## src/rtl/hecc_pkg.sv

```systemverilog
package hecc_pkg;

    typedef enum logic [1:0] {
        ST_CLEAN     = 2'd0,
        ST_FIXED     = 2'd1,
        ST_CODE_ONLY = 2'd2,
        ST_FATAL     = 2'd3
    } ecc_status_e;

    typedef enum logic [1:0] {
        FX_IDLE  = 2'd0,
        FX_EVAL  = 2'd1,
        FX_READ  = 2'd2,
        FX_WRITE = 2'd3
    } fix_state_e;

endpackage

```

## src/rtl/hecc_accum.sv

```systemverilog
module hecc_accum #(
    parameter int ADDR_W = 9,
    parameter int HALF_W = ADDR_W + 3
) (
    input  logic              clk,
    input  logic              rst_n,
    input  logic              clear,
    input  logic              byte_en,
    input  logic [7:0]        byte_in,
    output logic [HALF_W-1:0] par_hi,
    output logic [HALF_W-1:0] par_lo
);

    typedef struct packed {
        logic [HALF_W-1:0] hi;
        logic [HALF_W-1:0] lo;
        logic [ADDR_W-1:0] cnt;
    } acc_t;

    acc_t acc_d, acc_q;
    logic [ADDR_W-1:0] idx;

    always_comb begin
        acc_d = acc_q;
        idx   = acc_q.cnt;
        if (clear) begin
            acc_d.hi  = '0;
            acc_d.lo  = '0;
            acc_d.cnt = '0;
            idx       = '0;
        end
        if (byte_en) begin
            for (int b = 0; b < 8; b++) begin
                if (byte_in[b]) begin
                    acc_d.hi = acc_d.hi ^ {idx, 3'(b)};
                    acc_d.lo = acc_d.lo ^ ~{idx, 3'(b)};
                end
            end
            acc_d.cnt = idx + 1'b1;
        end
    end

    always_ff @(posedge clk) begin
        if (!rst_n) acc_q <= '0;
        else        acc_q <= acc_d;
    end

    assign par_hi = acc_q.hi;
    assign par_lo = acc_q.lo;


    clear_empties_chk: assert property (@(posedge clk) disable iff (!rst_n)
        (clear && !byte_en) |=> (acc_q.hi == '0 && acc_q.lo == '0 && acc_q.cnt == '0));


    idle_holds_chk: assert property (@(posedge clk) disable iff (!rst_n)
        (!clear && !byte_en) |=> $stable(acc_q));

endmodule

```

## src/rtl/hecc_fix.sv

```systemverilog
module hecc_fix
    import hecc_pkg::*;
#(
    parameter int SECTOR_BYTES = 512,
    parameter int ADDR_W       = 9,
    parameter int HALF_W       = ADDR_W + 3,
    parameter int CODE_W       = 2 * HALF_W
) (
    input  logic              clk,
    input  logic              rst_n,
    input  logic              go,
    input  logic [CODE_W-1:0] calc_code,
    input  logic [CODE_W-1:0] stored_code,
    output logic              busy,
    output logic              done,
    output logic [1:0]        status,
    output logic [ADDR_W-1:0] buf_addr,
    output logic              buf_rd,
    input  logic [7:0]        buf_rdata,
    output logic              buf_wr,
    output logic [7:0]        buf_wdata
);

    localparam logic [ADDR_W:0] LIMIT = (ADDR_W + 1)'(SECTOR_BYTES);

    typedef struct packed {
        fix_state_e        st;
        logic [CODE_W-1:0] diff;
        logic [ADDR_W-1:0] addr;
        logic [7:0]        mask;
        ecc_status_e       res;
        logic              done;
    } fix_t;

    fix_t fx_d, fx_q;
    logic [HALF_W-1:0] d_hi, d_lo;
    logic              pair_ok;
    logic [ADDR_W-1:0] d_idx;

    assign d_hi    = fx_q.diff[CODE_W-1:HALF_W];
    assign d_lo    = fx_q.diff[HALF_W-1:0];
    assign pair_ok = ((d_hi ^ d_lo) == '1);
    assign d_idx   = d_hi[HALF_W-1:3];

    always_comb begin
        fx_d      = fx_q;
        fx_d.done = 1'b0;
        buf_rd    = 1'b0;
        buf_wr    = 1'b0;
        buf_wdata = buf_rdata ^ fx_q.mask;
        unique case (fx_q.st)
            FX_IDLE: begin
                if (go) begin
                    fx_d.diff = calc_code ^ stored_code;
                    fx_d.st   = FX_EVAL;
                end
            end
            FX_EVAL: begin
                fx_d.st = FX_IDLE;
                if (fx_q.diff == '0) begin
                    fx_d.res  = ST_CLEAN;
                    fx_d.done = 1'b1;
                end else if (pair_ok) begin
                    if ({1'b0, d_idx} < LIMIT) begin
                        fx_d.addr = d_idx;
                        fx_d.mask = 8'(1) << d_hi[2:0];
                        fx_d.st   = FX_READ;
                    end else begin
                        fx_d.res  = ST_FATAL;
                        fx_d.done = 1'b1;
                    end
                end else if ($countones(fx_q.diff) == 1) begin
                    fx_d.res  = ST_CODE_ONLY;
                    fx_d.done = 1'b1;
                end else begin
                    fx_d.res  = ST_FATAL;
                    fx_d.done = 1'b1;
                end
            end
            FX_READ: begin
                buf_rd  = 1'b1;
                fx_d.st = FX_WRITE;
            end
            FX_WRITE: begin
                buf_wr    = 1'b1;
                fx_d.res  = ST_FIXED;
                fx_d.done = 1'b1;
                fx_d.st   = FX_IDLE;
            end
            default: fx_d.st = FX_IDLE;
        endcase
    end

    always_ff @(posedge clk) begin
        if (!rst_n) begin
            fx_q      <= '0;
            fx_q.st   <= FX_IDLE;
            fx_q.res  <= ST_CLEAN;
        end else begin
            fx_q <= fx_d;
        end
    end

    assign busy     = (fx_q.st != FX_IDLE);
    assign done     = fx_q.done;
    assign status   = fx_q.res;
    assign buf_addr = fx_q.addr;


    wr_after_rd_chk: assert property (@(posedge clk) disable iff (!rst_n)
        buf_wr |-> $past(buf_rd));


    fixed_follows_wr_chk: assert property (@(posedge clk) disable iff (!rst_n)
        (done && status == ST_FIXED) |-> $past(buf_wr));


    no_touch_unless_fixed_chk: assert property (@(posedge clk) disable iff (!rst_n)
        (done && status != ST_FIXED) |-> (!$past(buf_wr) && !$past(buf_rd)));


    single_result_chk: assert property (@(posedge clk) disable iff (!rst_n)
        done |=> !done);

endmodule

```

## src/rtl/sector_hamming_ecc.sv

```systemverilog
module sector_hamming_ecc #(
    parameter int SECTOR_BYTES = 512,
    parameter int NUM_CS       = 4,
    localparam int CS_W   = (NUM_CS > 1) ? $clog2(NUM_CS) : 1,
    localparam int ADDR_W = $clog2(SECTOR_BYTES),
    localparam int HALF_W = ADDR_W + 3,
    localparam int CODE_W = 2 * HALF_W
) (
    input  logic              clk,
    input  logic              rst_n,
    input  logic              in_valid,
    input  logic [CS_W-1:0]   in_cs,
    input  logic [7:0]        in_byte,
    input  logic [NUM_CS-1:0] start,
    input  logic [CS_W-1:0]   rd_cs,
    input  logic              rd_take,
    output logic [CODE_W-1:0] code_o,
    input  logic              chk_start,
    input  logic [CODE_W-1:0] stored_code,
    output logic              chk_busy,
    output logic              chk_done,
    output logic [1:0]        chk_status,
    output logic [ADDR_W-1:0] buf_addr,
    output logic              buf_rd,
    input  logic [7:0]        buf_rdata,
    output logic              buf_wr,
    output logic [7:0]        buf_wdata
);

    logic [HALF_W-1:0] hi_all [NUM_CS];
    logic [HALF_W-1:0] lo_all [NUM_CS];
    logic              take_now;
    logic              go;

    assign go       = chk_start && !chk_busy;
    assign take_now = rd_take || go;

    for (genvar i = 0; i < NUM_CS; i++) begin : g_ctx
        logic clr_i, en_i;
        assign clr_i = start[i] || (take_now && (rd_cs == CS_W'(i)));
        assign en_i  = in_valid && (in_cs == CS_W'(i));
        hecc_accum #(
            .ADDR_W (ADDR_W),
            .HALF_W (HALF_W)
        ) u_acc (
            .clk     (clk),
            .rst_n   (rst_n),
            .clear   (clr_i),
            .byte_en (en_i),
            .byte_in (in_byte),
            .par_hi  (hi_all[i]),
            .par_lo  (lo_all[i])
        );
    end

    assign code_o = ~{hi_all[rd_cs], lo_all[rd_cs]};

    hecc_fix #(
        .SECTOR_BYTES (SECTOR_BYTES),
        .ADDR_W       (ADDR_W),
        .HALF_W       (HALF_W),
        .CODE_W       (CODE_W)
    ) u_fix (
        .clk         (clk),
        .rst_n       (rst_n),
        .go          (go),
        .calc_code   (code_o),
        .stored_code (stored_code),
        .busy        (chk_busy),
        .done        (chk_done),
        .status      (chk_status),
        .buf_addr    (buf_addr),
        .buf_rd      (buf_rd),
        .buf_rdata   (buf_rdata),
        .buf_wr      (buf_wr),
        .buf_wdata   (buf_wdata)
    );


    busy_persists_chk: assert property (@(posedge clk) disable iff (!rst_n)
        (chk_busy && !chk_done && buf_rd) |=> chk_busy);

endmodule

```

## config.mk

```make
export PLATFORM = sky130hd
export DESIGN_NAME = sector_hamming_ecc
export DESIGN_NICKNAME = d
export VERILOG_FILES = /design/src/rtl/hecc_pkg.sv /design/src/rtl/hecc_accum.sv /design/src/rtl/hecc_fix.sv /design/src/rtl/sector_hamming_ecc.sv
export SDC_FILE = /design/constraint.sdc
export NUM_CORES = 1
export LEC_CHECK = 0
export ABC_AREA = 1
export CAP_MARGIN = 20
export CORE_MARGIN = 2
export CORE_UTILIZATION = 38
export CTS_CLUSTER_SIZE = 30
export DETAILED_ROUTE_END_ITERATION = 10
export DONT_BUFFER_PORTS = 1
export GPL_TIMING_DRIVEN = 0
export PLACE_DENSITY = 0.49
export SYNTH_ARGS = -nofsm -noshare
export SYNTH_HDL_FRONTEND = slang
export SYNTH_SLANG_ARGS = --single-unit
```

## constraint.sdc

```tcl
create_clock -name clk -period 5.8 [get_ports clk]
set_input_delay 0 -clock clk [delete_from_list [all_inputs] [get_ports clk]]
set_output_delay 0 -clock clk [all_outputs]
set_load 0.005 [all_outputs]
```

* Word level (Yosys, flattened, before mapping) *
Cells that the tools add are included.

word-level totals
  word-level logic and storage cells = 278
  memory bits (read-only) = 0
  RAM bits = 0
  memories kept = 0
  output and inout bits = 47
  latch bits = 0
  input bits = 53
  bits in registers = 178

cells by class
  magnitude comparators = 1
  reductions and logical operators = 28
  shifts and indexed selects = 1
  equality and inequality tests = 13
  $add $sub $neg = 27
  mux-type cells = 88
  multiply operators = 0
  div/mod/pow operators = 0
  bitwise logic cells = 102

operator list
  cell                  number
  $mux 24               60
  $xor 12x12->12        65
  $not 12->12           32
  $add 32x32->32        11
  $mux 33               8
  $bmux 12 s2           2
  $mux 12               4
  $add 9x1->9 const B   4
  $mux 9                4
  $eq 32x2->1 const B   1
  $mux 26               1
  $add 1x1->2           12
  $logic_not 24->1      1
  $not 24->24           1
  $xor 24x24->24        1
  $eq 12x12->1 const B  1
  $eq 2x2->1 const B    6
  $reduce_bool 2->1     6
  $logic_and 1x1->1     9
  $pmux 2 s4            1
  $shl 1x3->8 const A   1
  $xor 8x8->8           1
  $eq 2x1->1 const B    3
  $logic_not 2->1       3
  13 further kinds      22

* Longest topological paths before layout *
  depth in word-level cells = 32
  gate-level depth with buffers = 20
  depth with buffers taken out = 20

* Cells and area by module *
Synthesis repeated with hierarchy kept, for this count alone.

second synthesis, totals
  cell total of the unflattened synthesis = 2,576
  area total of the unflattened synthesis = 15,795.1 sq um

by module, submodules not included
  module              cells each  area an instance (sq um)  times used  sequential area each (sq um)
  hecc_accum          448         2,829.0                   4           660.6
  hecc_fix            425         3,088.0                   1           920.9
  sector_hamming_ecc  359         1,391.3                   1           0.0

* Worst setup path after synthesis *
No wires, ideal clock.

  path kind = flip-flop to flip-flop
  start = register u_fix.fx_q, in the netlist u_fix.d_hi[10]
  end = register u_fix.fx_q, in the netlist u_fix.status[0]
  arrival = 4,395 ps
  required time = 5,672 ps
  period minus slack after synthesis = 4,523 ps
  stages on the path, launching flop included = 18
  path buffers = 0
  setup time = 128 ps
  path slack = 1,277 ps
  path through = dfxtp_1 -> inv_1 -> ha_1 -> inv_1 -> fa_1 -> fa_1 -> fa_1 -> fa_1 -> inv_1 -> fa_1 -> ha_1 -> inv_1 -> fa_1 -> nand3_1 -> nor3_1 -> o21ai_0 -> a21oi_1 -> nor2_1

between the ends
  longest elaborated chain between the ends = 9
  elaborated cells on any way between the ends = 14
  classes of those cells = add/sub: 4; eq/ne: 3; mux: 4; bitwise: 1; reduce/logical: 2

RTL lines
  element                                            line            source
  from (decl)                                        hecc_fix.sv:35  fix_t fx_d, fx_q;
  $add 1x1->2 (not written as such)                  hecc_fix.sv:72  end else if ($countones(fx_q.diff) == 1) begin
  $add 32x32->32 (not written as such) (3 in a row)  hecc_fix.sv:72
  $eq 32x2->1                                        hecc_fix.sv:72
  $mux 2                                             hecc_fix.sv:72
  $mux 3                                             hecc_fix.sv:63  end else if (pair_ok) begin
  $mux 3                                             hecc_fix.sv:60  if (fx_q.diff == '0) begin
  $pmux 3 s2                                         hecc_fix.sv:51  unique case (fx_q.st)

Parallel ways exist; a longest one is shown, timed or not. The select of a mux whose other input is x is not followed.
A chain may end at the register's enable or synchronous reset.

* Worst setup path in the final report *
Same ends and word-level chain as after synthesis.

==> summary.md <==
| Metric | Value |
|---|---|
| Initial core utilization | 0.3839 |
| Gr busiest metal | met2 |
| Row count | 67 |
| Crit share post-route | 0.8577 |
| Via/cell ratio | 5.266 |
| Synth Register Bits | 178 |
| Hold crit path type | in -> reg |
| Initial DRC Count | 1040 |
| HPWL after DPL | 37.71 mm |
| Root Buffer | clkbuf_16 |
| Number of global-route vias before repair | 12.22k |
| Die area | 35110 sq um |
| Most common cell on crit path | fa_1 |
| Met1 GRT Util | 0.3654 |
| Synth top area share | 0.2789 |
| Final Hold Vio Count | 0 |
| Met2 usage | 0.4793 |
| Finished Core Util | 0.4279 |
| CP max FO | 4 |
| Switching share of power | 0.3784 |
| Synthesized Nets | 2063 |
| Layout cells sized above 1 | 0.06492 |
| Commonest cells post-synth | nand2_1 (427), inv_1 (289), dfxtp_1 (178), a21oi_1 (168), nand3_1 (165) |
| Setup TNS Final | 0 ns |
| RSZ-0062 raised after global routing | false |
| Slew Limit Fails | 0 |
| Clock sink total | 178 |
| CTS Buffer Depth | 2 |
| Flop pwr share | 0.366 |
| Layout Area Growth over Synthesis | 11.47% |
| Post-synth ARST share | 0 |
| Largest net degree at the start of global routing | 19 |
| Die H | 187.4 microns |
| Combinational share of power | 0.299 |
| Synthesized area | 12780 sq um |
| Worst slew pin tran | 1.171 ns |
| Ys flop type | dfxtp_1 |
| Critical path capture point type | flip-flop |
| DRC viols | 0 |
| Clk Latency, worst-skew pair | 0.46 ns |
| Ant diodes | 0 |
| CP arrival | 5.28 ns |
| ANT nets after route | 0 |
| Psw | 1.333 mW |
| Final WL | 49.25 mm |
| Most common cell in the netlist | nand2_1 |
| Buffers on Ports | 0 |
| Post-synth cell types | 51 |
| Area contributors post-synth | dfxtp_1 (28%), nand2_1 (13%), inv_1 (8.5%) |
| Period minus WS final | 4.974 ns |
| DR pass1 iterations | 5 |
| Worst clock skew | 0.01666 ns |
| Critical Path Source Type | flip-flop |
| DR WL/cell | 19.97 microns |
| Min-delay src | start[2] |
| Syn avg cell area | 6.546 sq um |
| LEAKAGE | 6.165 nW |
| Clock power share | 0.335 |
| Internal | 2.189 mW |
| Setup Crit Path Kind | reg -> reg |
| Post-cts sizing count | 0 |
| Setup ws final | 0.8255 ns |
| H-tree depth | 4 |
| Pre-CTS WS | 0.8577 ns |
| Outcome | finished, final reports clean |
| NumNets Final | 2116 |
| Grt total ovfl | 0 |
| Sequence of cells on the critical path | inv_1 -> ha_1 -> inv_1 -> fa_1 -> fa_1 -> fa_1 -> fa_1 -> inv_1 -> fa_1 -> ha_1 -> inv_1 -> fa_1 -> nand3_1 -> nor3_1 -> o21ai_0 -> a21oi_1 -> nor2_1 |
| Endpoints failing setup | 0 |
| CTS tree | built |
| Number of flops mapped to enable cells by yosys | 0 |
| First-pass GRT wire length | 74.24 mm |
| Routability congestion estimate | 0.9140 |
| Core area | 33280 sq um |
| Total vias in the final route | 12.99k |
| Cells after Synth | 1952 |
| Slowest stage cell, crit path | fa_1 |
| Synth area leader | dfxtp_1 |
| Worst-path clk slew | 0.09 ns |
| Initial antenna violation count | 0 |
| Register area share after synthesis | 0.2789 |
| CP max stage delay | 0.54 ns |
| Critical Path Source | u_fix.d_hi[10]$_SDFFE_PN0P_ |
| CP Data Required Time | 6.11 ns |
| MaxCap Viol Count | 0 |
| Rel. slew slack | 0.2194 |
| Synth warnings | 0 |
| IO Pins | 100 |
| Total GRT Usage | 0.2817 |
| RR Startpoint | u_fix.d_hi[10]$_SDFFE_PN0P_ |
| Peak supply drop | 242.7 uV |
| CTS buffer count | 17 |
| GR Layer Usage met3 | 0.04053 |
| F_max | 201.0 MHz |
| Pwr dens | 247.3 nW/um^2 |
| Chip width | 187.4 microns |
per-stage QoR:
step	cells	area, sq um	hold WS (ns)	total power, mW
global placement	2400	13340	0.05608	2.352
detailed placement	2400	13340	0.05645	2.349
global route	2466	14240	0.04101	3.747
floorplan	1952	12780	0.05140	2.025
finish	2466	14240	0.01687	3.522
CTS	2466	14240	0.003844	3.553
flip-flops by register name (all words and copies together), names as in the netlist, named ones only:
name	flops
g_ctx.u_acc.acc_q	36
g_ctx.u_acc.par_hi	48
g_ctx.u_acc.par_lo	48
u_fix.buf_addr	9
u_fix.d_hi	12
u_fix.d_lo	12
u_fix.done	1
u_fix.fx_q	9
u_fix.status	2
cell families after synthesis:
group	count (synthesis)	share of synthesized area
simple gates	862	0.2987
fa+ha+maj	58	0.06796
xor+xnor	92	0.07158
buf+inv	393	0.1251
flops	178	0.2789
compound gates	369	0.1578
layer usage:
metal | vias to the layer above | wire length (microns)
li1 | 6403 | -
met1 | 6109 | 21630
met2 | 403 | 23240
met3 | 70 | 3016
met4 | 0 | 1370
met5 | - | 0
layout make-up:
class                           instances  area (sq um)
Clock inverter                         15         138.9
Buffer                                 90         454.2
Clock buffer                           17         425.4
Multi-Input combinational cell       1381          7615
Sequential cell                       178          3563
Inverter                              303          1145
Fill cell                            3583         19040
Tap cell                              448         560.5
Timing Repair Buffer                   34         340.3
final timing paths:
check / endpoint / depth (start not counted) / slack [ns]
setup / recovery: u_fix.status[0]$_SDFFE_PN0P_ / 17 / 0.83
hold / removal: g_ctx[2].u_acc.acc_q[5]$_SDFFE_PN0P_ / 4 / 0.02
setup reg to reg: u_fix.status[0]$_SDFFE_PN0P_ / 17 / 0.83
hold reg to reg: u_fix.status[1]$_SDFFE_PN0P_ / 2 / 0.47
power by group through the flow:
| stage | combinational (mW) | sequential (mW) | clock, mW |
|---|---|---|---|
| 3_3_place_gp | 1.04 | 1.32 | 0 |
| 5_1_grt | 1.21 | 1.29 | 1.24 |
| 3_5_place_dp | 1.03 | 1.32 | 0 |
| 2_1_floorplan | 0.719 | 1.31 | 0 |
| 4_1_cts | 1.07 | 1.29 | 1.20 |
| 6_report | 1.05 | 1.29 | 1.18 |
cells in the final DEF, fill, tap and decap left out, types with 39 or more instances in the layout:
cell type	n
clkbuf_1	48
ha_1	39
nand2_1	427
a21oi_1	168
o21ai_0	128
xor2_1	77
inv_1	289
nand3_1	165
nor2_1	147
dfxtp_1	178
timing repair:
action                                 in CTS  in global routing
endpoints found under the hold margin      56                  0
hold buffers                               34                  0
setup buffers                               0                  0
worst max-delay path, delay by kind of cell (launching register included):
family	cells	cell delay (ns)
AOI/OAI and AO/OA	2	0.28
adders and majority gates	8	3.54
buffers and inverters	4	0.27
DFF	1	0.37
and+or+nand+nor	3	0.36
Note: power is estimated with default switching activity, not from simulation.
